[src/rtl/ocmp_timer.sv]
module ocmp_timer #(
  parameter int          PRE_W    = 2,
  parameter logic [15:0] CNT_INIT = 16'hFFFC
) (
  input  logic       clk,
  input  logic       rst_n,
  input  logic [2:0] addr,
  input  logic       wr_en,
  input  logic       rd_en,
  input  logic [7:0] wdata,
  output logic [7:0] rdata,
  output logic       cmp_out,
  output logic       irq
);
  localparam logic [2:0] A_CTL = 3'd0, A_STS = 3'd1, A_CMH = 3'd2,
                         A_CML = 3'd3, A_CNH = 3'd4, A_CNL = 3'd5;

  logic [PRE_W-1:0] pre;
  logic [15:0]      cnt, ocr;
  logic             stb, cmp_en, flag, armed, ie, lvl;

  wire tick   = &pre;
  wire wr_ctl = wr_en && addr == A_CTL;
  wire wr_cmh = wr_en && addr == A_CMH;
  wire wr_cml = wr_en && addr == A_CML;
  wire rd_sts = rd_en && addr == A_STS;
  wire match  = stb && cmp_en && cnt == ocr;

  assign irq = flag & ie;

  always_ff @(posedge clk or negedge rst_n) begin
    if (!rst_n) begin
      pre     <= '0;
      cnt     <= CNT_INIT;
      stb     <= 1'b0;
      ie      <= 1'b0;
      lvl     <= 1'b0;
      cmp_out <= 1'b0;
      cmp_en  <= 1'b1;
      armed   <= 1'b0;
    end else begin
      pre <= pre + PRE_W'(1);
      stb <= tick;
      if (tick) cnt <= cnt + 16'd1;
      if (wr_ctl) begin
        ie  <= wdata[6];
        lvl <= wdata[0];
      end
      if (match) cmp_out <= lvl;
      if (wr_cmh)      cmp_en <= 1'b0;
      else if (wr_cml) cmp_en <= 1'b1;
      if (wr_cml)               armed <= 1'b0;
      else if (rd_sts && flag)  armed <= 1'b1;
    end
  end

  always_ff @(posedge clk) begin
    if (wr_cmh) ocr[15:8] <= wdata;
    if (wr_cml) ocr[7:0]  <= wdata;
    if (match)                flag <= 1'b1;
    else if (wr_cml && armed) flag <= 1'b0;
  end

  always_comb begin
    rdata = '0;
    if (rd_en) begin
      case (addr)
        A_CTL:   rdata = {1'b0, ie, 5'b0, lvl};
        A_STS:   rdata = {1'b0, flag, 6'b0};
        A_CMH:   rdata = ocr[15:8];
        A_CML:   rdata = ocr[7:0];
        A_CNH:   rdata = cnt[15:8];
        A_CNL:   rdata = cnt[7:0];
        default: rdata = '0;
      endcase
    end
  end

  AST_CNT_STEP: assert property (@(posedge clk) disable iff (!rst_n)
    !$stable(cnt) |-> $past(tick) && cnt == $past(cnt) + 16'd1);
  AST_MATCH_FLAG: assert property (@(posedge clk) disable iff (!rst_n)
    match |=> flag);
  AST_MATCH_LEVEL: assert property (@(posedge clk) disable iff (!rst_n)
    match |=> cmp_out == $past(lvl));
  AST_MATCH_IRQ: assert property (@(posedge clk) disable iff (!rst_n)
    match && ie && !wr_ctl |=> irq);
  AST_HI_HOLD: assert property (@(posedge clk) disable iff (!rst_n)
    wr_cmh |=> ##1 $stable(cmp_out));
  AST_FLAG_CLEAR: assert property (@(posedge clk) disable iff (!rst_n)
    $fell(flag) |-> $past(wr_cml && armed));
  AST_COLLIDE: assert property (@(posedge clk) disable iff (!rst_n)
    match && wr_cml && armed |=> flag);
  AST_ONE_MATCH: assert property (@(posedge clk) disable iff (!rst_n)
    match |=> !match ##1 !match ##1 !match);
endmodule

[config.mk]
export PLATFORM = sky130hd
export DESIGN_NAME = ocmp_timer
export DESIGN_NICKNAME = d
export VERILOG_FILES = /design/src/rtl/ocmp_timer.sv
export SDC_FILE = /design/constraint.sdc
export NUM_CORES = 1
export LEC_CHECK = 0
export BUFFER_PORTS_ARGS = -buffer_cell sky130_fd_sc_hd__buf_2
export CAP_MARGIN = 20
export CORE_ASPECT_RATIO = 1.5
export CORE_UTILIZATION = 51
export DETAILED_ROUTE_END_ITERATION = 8
export PLACE_DENSITY = 0.74
export SETUP_SLACK_MARGIN = 0.3
export SLEW_MARGIN = 30
export SYNTH_ARGS = -nofsm -noshare
export SYNTH_HDL_FRONTEND = slang
export SYNTH_SLANG_ARGS = --single-unit
[constraint.sdc]
create_clock -name clk -period 1.6 [get_ports clk]
set_input_delay 0.32 -clock clk [delete_from_list [all_inputs] [get_ports clk]]
set_output_delay 0.32 -clock clk [all_outputs]
set_load 0.01 [all_outputs]
Word-level counts from Yosys, hierarchy flattened --
Index checks and enable logic that the tools add are counted.
Operators by class: reduce and logical (&&, ||, !) cells 12, mux-type cells 6, $add $sub $neg 2, bitwise operators 1, eq/ne operators 6
Operator list (count):
- 8-bit one-hot mux with 6 select lines | 1
- 16-bit by 1-bit adder with 16-bit output (second input constant) | 1
- 16-bit == test | 1
- 1-bit logical AND | 8
- 8-bit 2-to-1 mux | 1
- 3-bit by 2-bit == test with 1-bit output (second input constant) | 2
- 3-bit == test (second input constant) | 2
- 1-bit 2-to-1 mux | 4
- 2-bit nonzero test | 2
- 3-bit by 1-bit == test with 1-bit output (second input constant) | 1
- 3-bit logical NOT | 1
- 2-bit by 1-bit adder with 2-bit output (second input constant) | 1
- 2-bit AND reduction | 1
- 1-bit AND | 1
Storage, ports and cells: output and inout port bits 10, word-level logic and storage cells 38, bits in registers 41, input port bits 15

Logic depth before layout (Yosys ltp) --
Gate-level depths: netlist of the first run.
word-level depth 5, mapped depth 6, depth with buffers taken out 6

Least setup slack after synthesis of the first run --
OpenSTA, ideal clock, no wires.
kind flip-flop to flip-flop, start reg cnt[2], end reg cmp_out, data required time 1.472 ns, cell stages (with the launch flop) 6, setup time 0.128 ns, clock period less this slack 1.767 ns, data arrival time 1.639 ns, path slack -0.167 ns, buffers on the path 0, path through dfstp_2 xor2_1 nor4_1 nand4_1 nor4_2 mux2_1
On the way: cells in the longest elaborated chain, start to end 2
RTL lines:
- start: declaration | line 19 | logic [15:0] cnt, ocr;
- start signal: assignment | line 44 | if (tick) cnt <= cnt + 16'd1;
- 16-bit == test | line 27 | wire match = stb && cmp_en && cnt == ocr;
- 1-bit logical AND | line 27
- end signal: assignment | line 49 | if (match) cmp_out <= lvl;
- end: declaration | line 12 | output logic cmp_out,
Every way passes these cells. A chain may end at the register's enable or synchronous reset.

Final worst setup path of the first run --
start reg ie, end out rdata[6]
On the way: cells in the longest elaborated chain, start to end 2
RTL lines:
- start: declaration | line 20 | logic stb, cmp_en, flag, armed, ie, lvl;
- start signal: assignment | line 46 | ie <= wdata[6];
- 8-bit one-hot mux with 6 select lines | line 67 | case (addr)
- 8-bit 2-to-1 mux | line 66 | if (rd_en) begin
- end: declaration | line 11 | output logic [7:0] rdata,
Every way passes these cells.

==> results of run 1 <==
-- area by class of cell --
type	instances	area [sq um]
clock buffer	5	68.8
clock inverter	3	46.3
fill	214	746
inverter	3	11.3
multi-input combinational	119	1070
sequential	41	1120
tap	43	53.8
timing repair buffer	79	631
-- stage by stage --
stage / cells / utilization / area (sq um) / hold slack (ns)
final: 293 / 0.801 / 3000 / -0.00973
after global routing: 293 / 0.801 / 3000 / 0.0268
after CTS: 290 / 0.768 / 2880 / 0.0168
after detailed placement: 265 / 0.664 / 2490 / 0.341
after global placement: 265 / 0.664 / 2490 / 0.339
after floorplan: 169 / - / 2120 / 0.0244
-- per-layer routing --
metal  GRT usage  share of wire
met5           0              0
met3      0.0613          0.043
met2       0.494           0.56
met1       0.332           0.38
met4       0.116          0.024
-- sequential cells by signal, indices dropped and copies added (netlist names) --
| signal | cells |
|---|---|
| armed | 1 |
| cnt | 16 |
| pre | 2 |
| lvl | 1 |
| stb | 1 |
| flag | 1 |
| ocr | 16 |
| ie | 1 |
| cmp_en | 1 |
| cmp_out | 1 |
-- cell families (layout without fill, tap and decap cells) --
kind of cell | count (synthesis) | in the layout | share of synthesized area
buffers and inverters | 9 | 90 | 0.0173
adders and majority gates | 2 | 2 | 0.0123
and+or+nand+nor | 48 | 48 | 0.128
DFF | 41 | 41 | 0.552
xor gates and xnor gates | 31 | 31 | 0.134
AOI/OAI and AO/OA | 19 | 19 | 0.0598
muxes | 19 | 19 | 0.0962
-- how the worst min path moves through the flow --
stage	to	slack [ns]	cells after the start
CTS	cmp_out$_DFFE_PN0P_	0.02	1
detailed placement	stb$_DFF_PN0_	0.34	1
floorplan	armed$_DFFE_PN0P_	0.02	0
global placement	stb$_DFF_PN0_	0.34	1
global route	cmp_out$_DFFE_PN0P_	0.03	1
finish	cmp_out$_DFFE_PN0P_	-0.01	1
-- power groups by stage --
stage                     clock network, mW  logic (mW)  registers [mW]
after CTS                             0.856       0.177            1.15
final                                 0.877       0.205            1.15
after floorplan                           0       0.100            1.16
after global placement                    0       0.167            1.17
after global routing                  0.922       0.219            1.15
after detailed placement                  0       0.173            1.17
-- synthesized netlist by cell type --
library cell / number
o32ai_1: 1
buf_1: 1
nor2_1: 5
xnor2_1: 25
and3_1: 3
a41oi_1: 1
nor3_1: 1
nor4_2: 1
o21ai_0: 4
nor2b_1: 1
mux2i_1: 15
nor4_1: 1
nand2_1: 11
nand2b_1: 2
and2_1: 8
edfxtp_1: 16
mux2_2: 3
clkbuf_1: 4
o21a_1: 1
ha_1: 2
mux2_1: 1
nand3_1: 6
dfrtp_1: 9
a21boi_0: 1
and4_1: 1
a21oi_1: 3
buf_2: 1
a21o_1: 1
a2111oi_0: 1
dfxtp_1: 1
inv_1: 3
nand4_1: 7
xor2_1: 6
dfstp_2: 15
o22ai_1: 6
or2_1: 1
-- timing repair --
action / in CTS / in global routing
hold buffers: 0 / 0
pin swaps: 23 / 13
resized for setup: 36 / 20
endpoints found under the setup margin: 21 / 35
setup buffers: 17 / 3
==> summary.md, run 1 <==
| Metric | Value |
|---|---|
| Failing checks | hold timing, setup timing |
| Clock sink count | ~40 |
| Max Root-Sink Buffers | 2 |
| Clock Pin Slew Worst Setup and Hold Paths | around 0.1 ns |
| Die width | 53.5 microns |
| Initial antenna violation count | 0 |
| Crit. End Element | output port |
| Largest net degree at the start of global routing | 25 |
| Commonest non-fill, non-tap cell in the layout | buf_4 |
| Yosys top cell area share | 0.237 |
| Chip height | just under 80 microns |
| Crit path launch | ie$_DFFE_PN0P_ |
| Root Buffer | clkbuf_8 |
| RSZ-0062 raised after global routing | yes |
| FF-to-FF setup slack | -0.23 ns |
| Die Area | approximately 4200 sq um |
| H-tree depth | 2 |
| Status | finished, violations left |
| Syn-to-layout area delta | 48.1% |
| Mapped Area | ~2000 sq um |
| Synth area leaders | edfxtp_1 (24%), dfstp_2 (19%), dfrtp_1 (11%), xnor2_1 (11%), mux2i_1 (7.4%) |
| Maxcap violations | 0 |
| DR iter-0 viols | 113 |
| CTS tree | done |
| Final Setup Violations | 12 |
| Rows | 27 |
| Buf/Inv on CP | 1 |
| WP depth | 5 |
| Gr usage total | 0.287 |
| Hold crit path type | in -> async |
| WL per Instance | a little over 20 microns |
| Most frequent cells in the layout | buf_4 (33), buf_2 (23), buf_6 (22) |
| Critical path's top delay family | compound AO/OA/AOI/OAI gates |
| Critical-path cell list | nor2b_4 -> a2111oi_2 -> a21oi_1 -> and3_1 -> buf_2 |
| Worst Tran Pin Value | approximately 0.56 ns |
| Syn. warnings | 0 |
| Initial Util | 0.541 |
| CP Data Required Time | about 1.3 ns |
| Final worst-path setup slack | -0.250 ns |
| DRT Pass-1 Iters | 4 |
| Clock Power Share | 0.393 |
| Post-synthesis register bit count | just over 40 |
| Worst Setup EP | rdata[6] |
| Number of buffers added on ports | 24 |
| Final Hold Fails | 1 |
| # diodes | 0 |
| Synth unique cells | 36 |
| Largest fanout on the critical path | 2 |
| CP arrival | approximately 1.5 ns |
| CP Launch Type | register |
| Critical path type | reg -> out |
| Cell internal pwr | about 1.7 mW |
| Power Density | roughly 740 nW/um^2 |
| Setup WS pre-CTS | -0.101 ns |
| Mean number of vias per cell | approximately 5.8 |
| Leakage | approximately 1.3 nW |
| Slew HR | 0.627 |
| Setup_tns | -1.75 ns |
| Clk_skew | between 0.01 and 0.015 ns |
| Flop pwr share | 0.515 |
| Period utilization | 1.16 |
| Synth Area per Inst | about 12 sq um |
| Tightest hold margin | -0.00973 ns |
| Hpwl dp | roughly 3500 microns |
| Minimum clock period | between 1.5 and 2 ns |
| Ports | 25 |
| Routed via count | about 1700 |
| Post-synthesis sequential area ratio | 0.552 |
| Reg2Reg Depth | 5 |
| Total gr overflow | 0 |
| Worst skew pair latency | 0.31 ns |
| Peak Freq | 0.541 GHz |
| GPL Wtd Cong | approximately 0.87 |
| Power consumption | about 2.2 mW |
| CP max stage delay | between 0.3 and 0.4 ns |
| Vias in the first global route | roughly 1700 |
| TritonCTS Buffers | 5 |
| Post-Route WL | between 5000 and 6000 microns |
| VDD IR-drop max | between 0.8 and 0.9 mV |
| Slowest CP cell | dfrtp_1 |
| Mapped Cells | 169 |
| Area leader, netlist | edfxtp_1 |
| Post-layout nets | ~270 |
| Sw Pwr | roughly 0.54 mW |
| FF-to-FF End | cmp_out$_DFFE_PN0P_ |
| Sw Share | 0.242 |
| Final ANT Viol Nets | 0 |
| Fin. max-slew vios | 0 |
| First-pass GRT wire length | between 8000 and 9000 microns |
| Reg2reg start | cnt[10]$_DFFE_PN1P_ |
| DR DRC count | 0 |
| Syn_nets | 186 |
| Core ar. | approximately 3700 sq um |
| Gate power share | 0.092 |
| Share of layout cells above drive strength 1 | 0.548 |
(Power assumes the default switching activity.)
==> inputs of run 2 (changes only) <==
- PLACE_DENSITY: 0.74 -> 0.77
==> summary.md, run 2 (same netlist as run 1, synthesis figures left out) <==
| Metric | Value |
|---|---|
| Status | finished, violations left |
| Failing checks | setup timing |
| DR iter-0 viols | just over 80 |
| Most frequent cells in the layout | buf_4 (26), buf_2 (22), buf_6 (21) |
| Routed via count | 1724 |
| Minimum clock period | 1.80 ns |
| Slowest CP cell | dfstp_2 |
| Gr usage total | 0.320 |
| CP Launch Type | register |
| Post-Route WL | about 6500 microns |
| Critical-path cell list | buf_4 -> mux2i_1 -> o22ai_1 -> and2_1 -> buf_2 |
| Buf/Inv on CP | 2 |
| # diodes | 0 |
| Worst skew pair latency | about 0.30 ns |
| Clock sink count | approximately 40 |
| Sequential cell area | roughly 1100 sq um |
| Power consumption | 2.18 mW |
| Largest net degree at the start of global routing | 25 |
| VDD IR-drop max | between 0.7 and 0.8 mV |
| First-pass GRT wire length | 9130 microns |
| Die Area | 4240 sq um |
| Post-layout nets | 259 |
| Hpwl dp | 3700 microns |
| CTS tree | done |
| Period utilization | 1.13 |
| Setup_tns | -1.42 ns |
| Critical path's top delay family | flip-flops |
| DR DRC count | 0 |
| Area of the multi-input gates | 1090 sq um |
| Commonest non-fill, non-tap cell in the layout | buf_4 |
| Clk_skew | around 0.0074 ns |
| H-tree depth | 2 |
| Final ANT Viol Nets | 0 |
| Slew HR | 0.608 |
| Reg2reg start | cnt[4]$_DFFE_PN1P_ |
| Leakage | 1.28 nW |
| Power Density | between 700 and 800 nW/um^2 |
| CP arrival | between 1 and 1.5 ns |
| Final Setup Violations | 14 |
| Crit path launch | cnt[15]$_DFFE_PN1P_ |
| Fin. max-slew vios | 0 |
| Largest fanout on the critical path | 2 |
| Peak Freq | 0.555 GHz |
| Critical path type | reg -> out |
| Worst Tran Pin Value | slightly below 0.6 ns |
| WL per Instance | approximately 23 microns |
| Die width | ~53 microns |
| Clock Pin Slew Worst Setup and Hold Paths | around 0.08 ns |
| Initial Util | 0.541 |
| Final Hold Fails | 0 |
| Maxcap violations | 0 |
| FILL cells | approximately 200 |
| DRT Pass-1 Iters | 4 |
| Vias in the first global route | around 1800 |
| TritonCTS Buffers | 5 |
| Top Registers | cnt x16, ocr x16, pre x2 |
| Total gr overflow | 0 |
| Max Root-Sink Buffers | 2 |
| Core ar. | 3750 sq um |
| CP Data Required Time | 1.28 ns |
| Hold crit path type | in -> async |
| Ports | 25 |
| Mean number of vias per cell | 6.03 |
| GPL Wtd Cong | between 0.8 and 0.9 |
| Share of layout cells above drive strength 1 | 0.547 |
| Final worst-path setup slack | -0.201 ns |
| Chip height | ~80 microns |
| Initial antenna violation count | 0 |
| Crit. End Element | output port |
| Root Buffer | clkbuf_8 |
| Rows | 27 |
| Syn-to-layout area delta | 46.5% |
| Number of buffers added on ports | 24 |
| CP max stage delay | between 0.5 and 0.6 ns |
| RSZ-0062 raised after global routing | yes |
-- run 2: changes by cell type in the layout (fill, tap and decap cells not counted), moves of 2 or more --
| cell | before | now |
|---|---|---|
| xnor2_2 | 4 | 7 |
| xor2_1 | 4 | 6 |
| nand2_2 | 3 | 6 |
| xor2_2 | 2 | 0 |
| mux2_4 | 0 | 2 |
| xnor2_1 | 21 | 18 |
| nor4_2 | 2 | 0 |
| buf_4 | 33 | 26 |
| nand2_1 | 7 | 5 |
-- run 2: area by class of cell --
cell class	instances	area share
clock buffer	6	0.0244
clock inverter	2	0.0118
inverter	3	0.00379
multi-input combinational	119	0.366
sequential	41	0.377
tap	43	0.0181
timing repair buffer	72	0.198
-- run 2: final timing paths --
kind / cells after the start / slack (ns) / to
worst max-delay path: 5 / -0.20 / rdata[7]
worst min-delay path: 1 / 0.01 / cmp_out$_DFFE_PN0P_
worst max register to register: 5 / -0.18 / cmp_out$_DFFE_PN0P_
worst min register to register: 1 / 0.49 / pre[0]$_DFF_PN0_
max in group asynchronous: 1 / 1.19 / pre[0]$_DFF_PN0_
min in group clk: 1 / 0.21 / ocr[9]$_DFFE_PP_
-- run 2: timing repair --
action,4_1_cts,5_1_grt
resized for setup,44,15
hold buffers,0,0
pin swaps,29,21
endpoints found under the setup margin,23,33
buffers inserted,12,9
hold endpoints to repair,0,0
-- run 2: per-stage QoR --
step                      worst slack (ns)  area, sq um   util  hold WS, ns  instances
after floorplan                    -0.0130         2120      -       0.0244        169
after global routing                -0.236         2970  0.792       0.0502        286
after detailed placement            -0.154         2430  0.648        0.346        257
after CTS                           -0.155         2800  0.748       0.0299        277
after global placement             -0.0739         2430  0.648        0.333        257
final                               -0.201         2970  0.792       0.0146        286
-- run 2: metal layers --
layer,global-route usage,vias up,routed length [microns]
li1,-,749,-
met1,0.338,873,2260
met2,0.536,77,3530
met3,0.0785,25,386
met4,0.213,0,285
met5,0,-,0
-- run 2: power by group --
| part | internal, mW | switching [mW] | total (mW) | leakage, nW |
|---|---|---|---|---|
| sequential | 1.13 | 0.0237 | 1.15 | 0.426 |
| clock | 0.463 | 0.363 | 0.827 | 0.0552 |
| combinational | 0.0916 | 0.110 | 0.201 | 0.802 |
==> inputs of run 3 (changes only) <==
- SETUP_SLACK_MARGIN: 0.3 -> 0.4
==> summary.md, run 3 (same netlist as run 1, synthesis figures left out) <==
| Metric | Value |
|---|---|
| Slowest CP cell | edfxtp_1 |
| WL per Instance | about 21 microns |
| Hold crit path type | in -> async |
| Gate power share | 0.100 |
| RSZ-0062 raised after global routing | yes |
| Reg2Reg Depth | 5 |
| Largest net degree at the start of global routing | 25 |
| DR iter-0 viols | 51 |
| Largest fanout on the critical path | 2 |
| Core ar. | ~3700 sq um |
| Buf/Inv on CP | 0 |
| Initial Util | 0.541 |
| CTS tree | done |
| Initial antenna violation count | 0 |
| Vias in the first global route | 1855 |
| H-tree depth | 2 |
| Crit. End Element | register |
| Clock Power Share | 0.381 |
| Minimum clock period | around 1.9 ns |
| GPL Wtd Cong | approximately 0.92 |
| Die width | 53.5 microns |
| Fin. max-slew vios | 0 |
| Final non-filler cell total | a little under 300 |
| WP depth | 5 |
| First-pass GRT wire length | 8910 microns |
| Clock sink count | 41 |
| TritonCTS Buffers | 5 |
| Failing checks | setup timing |
| Critical path's top delay family | simple AND/OR/NAND/NOR gates |
| Final ANT Viol Nets | 0 |
| Die Area | approximately 4200 sq um |
| Sw Pwr | between 0.5 and 0.6 mW |
| DR DRC count | 0 |
| Power Density | between 700 and 800 nW/um^2 |
| Final worst-path setup slack | -0.308 ns |
| Cell internal pwr | between 1.5 and 2 mW |
| Status | finished, violations left |
| Chip height | approximately 79 microns |
| Post-route cell area | between 3000 and 4000 sq um |
| FILL cells | 190 |
| # diodes | 0 |
| Worst Tran Pin Value | roughly 0.56 ns |
| Hpwl dp | approximately 3700 microns |
| VDD IR-drop max | 0.929 mV |
| Mean number of vias per cell | approximately 5.9 |
| Hold buffer count at cts | 0 |
| Maxcap violations | 0 |
| Dpl cell area | between 2000 and 3000 sq um |
| Clk_skew | 0.0105 ns |
| Final Setup Violations | 11 |
| Gr usage total | 0.305 |
| Critical path type | reg -> reg |
| Period utilization | 1.19 |
| Post-Route WL | slightly above 6000 microns |
| Max Root-Sink Buffers | 2 |
| CP Launch Type | register |
| Sw Share | 0.232 |
| Leakage | 1.30 nW |
| Final Hold Fails | 0 |
| Critical-path cell list | xor2_2 -> nor4_2 -> nand4_1 -> nor4_4 -> mux2_4 |
| # placed instances | 261 |
| CP Data Required Time | 1.78 ns |
| Setup_tns | -1.72 ns |
| Routed via count | ~1700 |
| CP arrival | roughly 2.1 ns |
| Syn-to-layout area delta | 54.5% |
| Rows | 27 |
| Commonest non-fill, non-tap cell in the layout | buf_4 |
| Post-layout nets | approximately 260 |
| Total gr overflow | 0 |
| Flop pwr share | 0.519 |
| CP max stage delay | 0.44 ns |
| Area of the multi-input gates | around 1200 sq um |
| Ports | 25 |
| DRT Pass-1 Iters | 4 |
| Most frequent cells in the layout | buf_4 (31), buf_6 (27), xnor2_1 (22) |
| Top Registers | cnt x16, ocr x16, pre x2 |
| Sequential cell area | between 1000 and 1500 sq um |
| Number of buffers added on ports | 24 |
| Clock Pin Slew Worst Setup and Hold Paths | approximately 0.09 ns |
| Peak Freq | about 0.52 GHz |
| Slew HR | 0.625 |
| Worst skew pair latency | around 0.3 ns |
| Root Buffer | clkbuf_8 |
| Share of layout cells above drive strength 1 | 0.603 |
run 3: changes by cell type in the layout (fill, tap and decap cells not counted), moves of 4 or more:
cell / change
and2_1: -5
and2_4: +5
buf_2: -5
buf_4: +5
buf_6: +6
mux2i_1: -4
mux2i_4: +4
nand2_2: -4
o22ai_1: -6
o22ai_2: +6
xnor2_1: +4
xnor2_2: -4
run 3: final cells by class:
class | count | area share
clock buffers | 5 | 0.0220
inverters | 3 | 0.00359
multi-input cells | 119 | 0.380
well taps | 43 | 0.0172
flip-flops and latches | 41 | 0.357
repair buffers | 76 | 0.205
clock inverters | 3 | 0.0148
run 3: final timing paths:
kind                                         from                   to  slack [ns]
worst min register to register   pre[0]$_DFF_PN0_     pre[0]$_DFF_PN0_        0.50
min in group clk                         wdata[3]     ocr[3]$_DFFE_PP_        0.21
worst max register to register  ocr[15]$_DFFE_PP_  cmp_out$_DFFE_PN0P_       -0.31
worst max-delay path            ocr[15]$_DFFE_PP_  cmp_out$_DFFE_PN0P_       -0.31
max in group asynchronous                   rst_n   cmp_en$_DFFE_PN1P_        1.21
worst min-delay path                        rst_n   cnt[0]$_DFFE_PN0P_       0.004
run 3: power by group through the flow:
stage          Clock [mW]  Sequential (mW)  Combinational, mW
5_1_grt             0.893             1.16              0.237
3_5_place_dp            0             1.17              0.189
4_1_cts             0.855             1.15              0.201
3_3_place_gp            0             1.17              0.182
2_1_floorplan           0             1.16              0.121
6_report            0.844             1.15              0.222
run 3: per-layer routing:
metal	vias to the layer above	track usage	part of all wire
met2	65	0.538	0.55
met1	878	0.332	0.38
met3	16	0.0690	0.042
li1	759	-	-
met5	-	0	0
met4	0	0.137	0.028
run 3: repair_timing:
item                       4_1_cts  5_1_grt
resized for setup               39       28
setup endpoints to repair       38       32
cloned                           0        0
setup buffers                   16        5
hold endpoints to repair         0        0
pin swaps                       21       12
run 3: through the flow:
| stage | total power [mW] | worst slack [ns] | utilization | hold WS [ns] |
|---|---|---|---|---|
| CTS | 2.21 | -0.216 | 0.784 | 0.0166 |
| global route | 2.29 | -0.366 | 0.836 | 0.0444 |
| global placement | 1.35 | -0.0488 | 0.675 | 0.341 |
| floorplan | 1.28 | -0.0130 | - | 0.0244 |
| detailed placement | 1.36 | -0.173 | 0.675 | 0.347 |
| finish | 2.22 | -0.308 | 0.836 | 0.00352 |
